`config.mk`:
```
export PLATFORM = sky130hd
export DESIGN_NAME = wdog_two_stage
export DESIGN_NICKNAME = d
export VERILOG_FILES = /design/src/rtl/wdog_two_stage.sv
export SDC_FILE = /design/constraint.sdc
export NUM_CORES = 1
export LEC_CHECK = 0
export ABC_AREA = 1
export BUFFER_PORTS_ARGS = -buffer_cell sky130_fd_sc_hd__clkbuf_2
export CORE_UTILIZATION = 40
export CTS_BUF_LIST = sky130_fd_sc_hd__clkbuf_16
export CTS_CLUSTER_DIAMETER = 60
export DETAILED_ROUTE_END_ITERATION = 10
export PLACE_DENSITY = 0.6
export SLEW_MARGIN = 10
export SYNTH_ARGS = -nofsm -noshare
export SYNTH_HDL_FRONTEND = slang
export SYNTH_SLANG_ARGS = --single-unit
```
`constraint.sdc`:
```
create_clock -name clk -period 2.07 [get_ports clk]
set_clock_uncertainty 0.05 [all_clocks]
set_input_delay 0.414 -clock clk [delete_from_list [all_inputs] [get_ports clk]]
set_output_delay 0.414 -clock clk [all_outputs]
set_load 0.05 [all_outputs]
```
`src/rtl/wdog_two_stage.sv`:
```
module wdog_two_stage #(
  parameter int          CLK_PER_TICK = 400,
  parameter logic [23:0] TMO_RST      = 24'd125000
) (
  input  logic       clk,
  input  logic       rst_n,
  input  logic       wr_en,
  input  logic [3:0] addr,
  input  logic [7:0] wdata,
  output logic [7:0] rd_data,
  output logic       warn_irq,
  output logic       rst_req
);
  localparam int PRE_W = (CLK_PER_TICK > 1) ? $clog2(CLK_PER_TICK) : 1;
  localparam logic [PRE_W-1:0] PRE_LAST = PRE_W'(CLK_PER_TICK - 1);

  logic             en, lock, rst_flag;
  logic [PRE_W-1:0] pre;
  logic [23:0]      cnt, tmo;

  wire        wr_ctrl = wr_en && addr == 4'h8;
  wire        wr_rld  = wr_en && addr == 4'hA && en;
  wire        en_next = (wr_ctrl && !lock) ? wdata[0] : en;
  wire        tick    = pre == PRE_LAST;
  wire [23:0] tmo_eff = (tmo == 24'd0) ? 24'd1 : tmo;

  always_ff @(posedge clk) begin
    if (!rst_n) begin
      en       <= 1'b0;
      lock     <= 1'b0;
      tmo      <= TMO_RST;
      pre      <= '0;
      cnt      <= 24'd1;
      warn_irq <= 1'b0;
      rst_req  <= 1'b0;
      rst_flag <= 1'b0;
    end else begin
      rst_req <= 1'b0;
      if (wr_ctrl && !lock) begin
        en   <= wdata[0];
        lock <= wdata[1];
      end
      for (int i = 0; i < 3; i++)
        if (wr_en && !lock && addr == 4'(i)) tmo[i*8 +: 8] <= wdata;
      if (wr_en && addr == 4'hC && wdata[1]) rst_flag <= 1'b0;

      if (!en_next || !en || wr_rld) begin
        pre      <= '0;
        cnt      <= tmo_eff;
        warn_irq <= 1'b0;
      end else begin
        pre <= tick ? '0 : pre + 1'b1;
        if (tick) begin
          if (cnt <= 24'd1) begin
            cnt <= tmo_eff;
            if (!warn_irq) warn_irq <= 1'b1;
            else begin
              warn_irq <= 1'b0;
              rst_req  <= 1'b1;
              rst_flag <= 1'b1;
            end
          end else begin
            cnt <= cnt - 24'd1;
          end
        end
      end
    end
  end

  always_comb begin
    case (addr)
      4'h0:    rd_data = tmo[7:0];
      4'h1:    rd_data = tmo[15:8];
      4'h2:    rd_data = tmo[23:16];
      4'h8:    rd_data = {6'b0, lock, en};
      4'hC:    rd_data = {6'b0, rst_flag, warn_irq};
      default: rd_data = 8'h00;
    endcase
  end

  assert_pulse_R6: assert property (@(posedge clk) disable iff (!rst_n)
    rst_req |=> !rst_req);
  assert_flag_R6: assert property (@(posedge clk) disable iff (!rst_n)
    rst_req |-> rst_flag);
  assert_warn_first_R6: assert property (@(posedge clk) disable iff (!rst_n)
    rst_req |-> $past(warn_irq));
  assert_lock_hold_R3: assert property (@(posedge clk) disable iff (!rst_n)
    lock |=> lock);
  assert_lock_en_R3: assert property (@(posedge clk) disable iff (!rst_n)
    lock |=> $stable(en));
  assert_off_quiet_R8: assert property (@(posedge clk) disable iff (!rst_n)
    !en |-> (!warn_irq && !rst_req));
  assert_reload_clr_R5: assert property (@(posedge clk) disable iff (!rst_n)
    (en && wr_en && addr == 4'hA) |=> !warn_irq);
endmodule

```
After elaboration in Yosys (flattened, before gate mapping)
Index checks and enable logic that the tools add are counted.

Eq/ne operators: 6. Reductions and logical operators: 22. Bitwise logic cells: 3. Magnitude comparators: 1. Add/subtract/negate cells: 2. Multiplexer cells: 13.

Operators with widths (number): $mux 24 (4); $pmux 8 s5 (1); $le 24x1->1 const B (1); $logic_not 24->1 (1); $sub 24x1->24 const B (1); $eq 4x4->1 const B (3); $logic_and 1x1->1 (10); $add 9x1->9 const B (1); $eq 9x9->1 const B (1); $mux 1 (8); $eq 4x1->1 const B (1); $eq 4x2->1 const B (1); $logic_not 4->1 (1); $reduce_or 4->1 (1); $logic_not 1->1 (3); $not 1->1 (3); $reduce_or 3->1 (1); $logic_or 1x1->1 (2); $reduce_and 2->1 (1); $reduce_bool 2->1 (1); $reduce_or 2->1 (1).

Input port bits: 15. Flip-flop bits (word level): 62. Output and inout port bits: 10. Logic and storage cells: 57.

Logic depth before layout (Yosys ltp)
Depth in word-level cells: 8. Gate-level depth with buffers: 14. Gate-level depth less buffers: 13.

Least setup slack after synthesis
Ideal clock, no wire load.

Path kind: input port to output port. From: in addr[2]. To: out rd_data[4]. Path buffers: 0. Arrival time: 1.886 ns. Required time: 1.606 ns. Stages: 5. Setup slack: -0.280 ns. Cells stage by stage: nor2_1 inv_1 nor3_2 inv_1 o221ai_1.

Word-level cells in the longest chain between the ends: 2. Elaborated cells between the ends (all ways): 6. Those cells by class: eq/ne: 4; mux: 1; reduce/logical: 1.

RTL lines: from (decl) (line 8) `input logic [3:0] addr,`; $eq 4x4->1 (tied with other cells) (line 71) `case (addr)`; $pmux 8 s5 (*) (line 71); to (decl) (line 10) `output logic [7:0] rd_data,`.

Every way passes the cells marked *; elsewhere a longest branch is shown, timed or not.

Final worst setup path
From: in addr[2]. To: out rd_data[0].

The elaborated chain is that of the path after synthesis.

==> flow_summary.json <==
{
  "start_util_pct": 41.3,
  "power.total_mw": 3.25,
  "wl_per_cell_um": 14.5,
  "synth_xor_area_share_pct": 3.18,
  "fin_crit_ns": 2.00,
  "area_delta_synth_final_pct": 17.6,
  "die_area_um2": 9340,
  "stdcell_area_um2": 4210,
  "overflow": 0,
  "clockBufferDepth": 2,
  "tightest_slew_ns": 0.492,
  "viasPerCell": 5.29,
  "cts_inserted_buffers": 9,
  "fin_nets": 575,
  "routed_wl_um": 9690,
  "port_buffers": 24,
  "p_comb_share_pct": 11.0,
  "cts_tree": "done",
  "cp.required_ns": 1.61,
  "synth_cell_types": 36,
  "grt_pass1_vias": 3439,
  "ys_warn_count": 0,
  "relSlewSlack_pct": 67.1,
  "final_layout_size_suffix_gt1_share_pct": 16.9,
  "dpl.hpwl_um": 7350,
  "num_rows": 34,
  "syn-instance-count": 527,
  "pin_count": 25,
  "cts-root-buf": "clkbuf_16",
  "postSynthAreaPerCell_um2": 6.80,
  "drtIter0Drc": 171,
  "die_y_um": 96.7,
  "vias": 3543,
  "leakagePower_nw": 1.82,
  "maxCapViolations": 0,
  "core_region_area_um2": 8680,
  "endpoint_kind": "output port",
  "antenna_left": 0,
  "track_usage_pct": 21.9,
  "min_path_type": "input port to register",
  "grt_start_max_net_pins": 28,
  "netlist_area_um2": 3580,
  "finalCritPeriodShare_pct": 96.6,
  "synthMuxAreaShare_pct": 0,
  "p_seq_share_pct": 38.9,
  "drtPass1Iterations": 4,
  "fmax_mhz": 500,
  "synth_compound_area_share_pct": 18.2,
  "ys_seq_elements": 62,
  "crit_fanout": 8,
  "critPathKind": "input port to output port",
  "peakVddDrop_v": 0.000471,
  "yosys.area_share.simple_pct": 32.0,
  "antenna_found_initial": 0,
  "arrival_ns": 1.54,
  "async_reset_ff_share_pct": 0,
  "clockPowerShare_pct": 50.1,
  "final-setup-viol-count": 0,
  "p_int_mw": 2.40,
  "diodes": 0,
  "synth_fp_nets": 545,
  "clk_latency_ns": 0.33,
  "hold_buffers": 0,
  "drv_slew": 0,
  "synth_top_family_by_area": "simple AND/OR/NAND/NOR gates",
  "synth_flop_cell": "dfxtp_1",
  "clkSinkCount": 62,
  "fillers": 915,
  "cts_htree_levels": 3,
  "grt_setup_unrepaired": "true",
  "finalSetupTns_ns": 0,
  "grt_pass1_wl_um": 16500,
  "dieWidth_um": 96.7,
  "finalHoldViolCount": 0,
  "outcome": "finished, final reports clean",
  "synthAdderAreaFrac_pct": 1.05,
  "power.density_nw_per_um2": 770,
  "place.gp.congestion": 0.914,
  "synth-edff-count": 0,
  "ys_seq_area_share_pct": 34.6,
  "r2r_slack_ns": 0.25,
  "sw_frac_of_total_pct": 26.0,
  "hold_slack_ns": 0.272,
  "start_kind": "input port",
  "p_sw_uw": 845,
  "fin_util_pct": 48.6,
  "route.detailed.drc": 0,
  "clk_pin_slew_ns": 0.06,
  "placed_area_um2": 3860
}
## through the flow
step | setup WS [ns] | cells
2_1_floorplan | -0.170 | 527
3_3_place_gp | 0.0354 | 654
4_1_cts | 0.000204 | 670
3_5_place_dp | -0.0432 | 654
5_1_grt | -0.0167 | 670
6_report | 0.0706 | 670
## synth_stat cells (7+ instances only)
library cell | count | share of area (%)
nor2_4 | 7 | 2.2
nand4_1 | 13 | 2.3
o21ai_0 | 43 | 6.0
nor2_1 | 59 | 6.2
xor2_1 | 9 | 2.2
nand2_1 | 101 | 11
o221ai_1 | 7 | 1.7
a21oi_1 | 52 | 7.3
nand3_1 | 35 | 4.9
inv_1 | 66 | 6.9
nor2_2 | 8 | 1.4
o21ai_1 | 9 | 1.3
dfxtp_1 | 62 | 35
## routing by layer
metal	global-route usage [%]	share of wire, %	vias to the layer above	wire [um]
li1	-	-	1795	-
met1	29.6	47	1638	4580
met2	34.8	46	95	4410
met3	4.19	5.3	15	518
met4	7.81	1.8	0	178
met5	0	0	-	0
## flip-flops by register name, summed over array words and instances, names as in the netlist
| name | count |
|---|---|
| cnt | 24 |
| tmo | 24 |
| pre | 9 |
| en | 1 |
| lock | 1 |
| rst_flag | 1 |
| rst_req | 1 |
| warn_irq | 1 |
## path summary, 6_finish.rpt
check | start | to | cells past startpoint
max | addr[2] | rd_data[0] | 9
max reg2reg | cnt[0]$_SDFFE_PN1P_ | cnt[7]$_SDFFE_PN0P_ | 11
min | wdata[3] | tmo[11]$_SDFFE_PN1P_ | 3
min reg2reg | pre[0]$_SDFF_PP0_ | pre[0]$_SDFF_PP0_ | 1
## critical path, stage by stage
cell and delay, ns:
clkbuf_2 0.12, nor2_4 0.14, inv_2 0.07, nor2_2 0.18, inv_4 0.10, o22ai_1 0.13
a21oi_1 0.06, o211ai_1 0.10, buf_4 0.23
## what timing repair did
item	in CTS	in global routing
resized for setup	1	17
buffers inserted	0	0
pin swaps	0	0
hold endpoints to repair	0	0
endpoints found under the setup margin	1	12
## cells by family (layout without fill, tap and decap cells)
logic type,after synthesis,in the layout
compound gates,120,120
simple gates,243,243
xor+xnor,13,13
fa+ha+maj,3,3
buf+inv,86,121
flops,62,62
## power by group through the flow
stage                     Sequential, mW  Clock, mW  Combinational, mW
after global routing                1.26       1.70              0.405
after global placement              1.29          0              0.345
final                               1.26       1.63              0.357
after detailed placement            1.29          0              0.349
after CTS                           1.26       1.65              0.351
after floorplan                     1.28          0              0.259
## layout by cell type (no fill, tap or decap), types with 4 or more instances in the layout
| master | netlist | final |
|---|---|---|
| nor2_2 | 8 | 10 |
| nand3_1 | 35 | 35 |
| inv_1 | 66 | 65 |
| o21ai_0 | 43 | 43 |
| xor2_1 | 9 | 9 |
| o21ai_1 | 9 | 9 |
| nor2_4 | 7 | 8 |
| a21oi_1 | 52 | 52 |
| o211ai_1 | 4 | 4 |
| o221ai_2 | 0 | 7 |
| inv_2 | 4 | 4 |
| buf_4 | 2 | 11 |
| xnor2_1 | 4 | 4 |
| clkbuf_16 | 0 | 9 |
| nand3b_1 | 4 | 4 |
| nand2_2 | 4 | 5 |
| nor2_1 | 59 | 56 |
| dfxtp_1 | 62 | 62 |
| clkbuf_2 | 0 | 17 |
| nand2_1 | 101 | 100 |
| nand4_1 | 13 | 13 |
## cell type report
type	count	area, um2	area share (%)
Inverter	71	270	6.41
Sequential cell	62	1240	29.5
Tap cell	108	135	3.21
Multi-Input combinational cell	379	2020	48.0
Clock inverter	7	97.6	2.32
Timing Repair Buffer	34	220	5.23
Clock buffer	9	225	5.34
(Power assumes the default switching activity.)
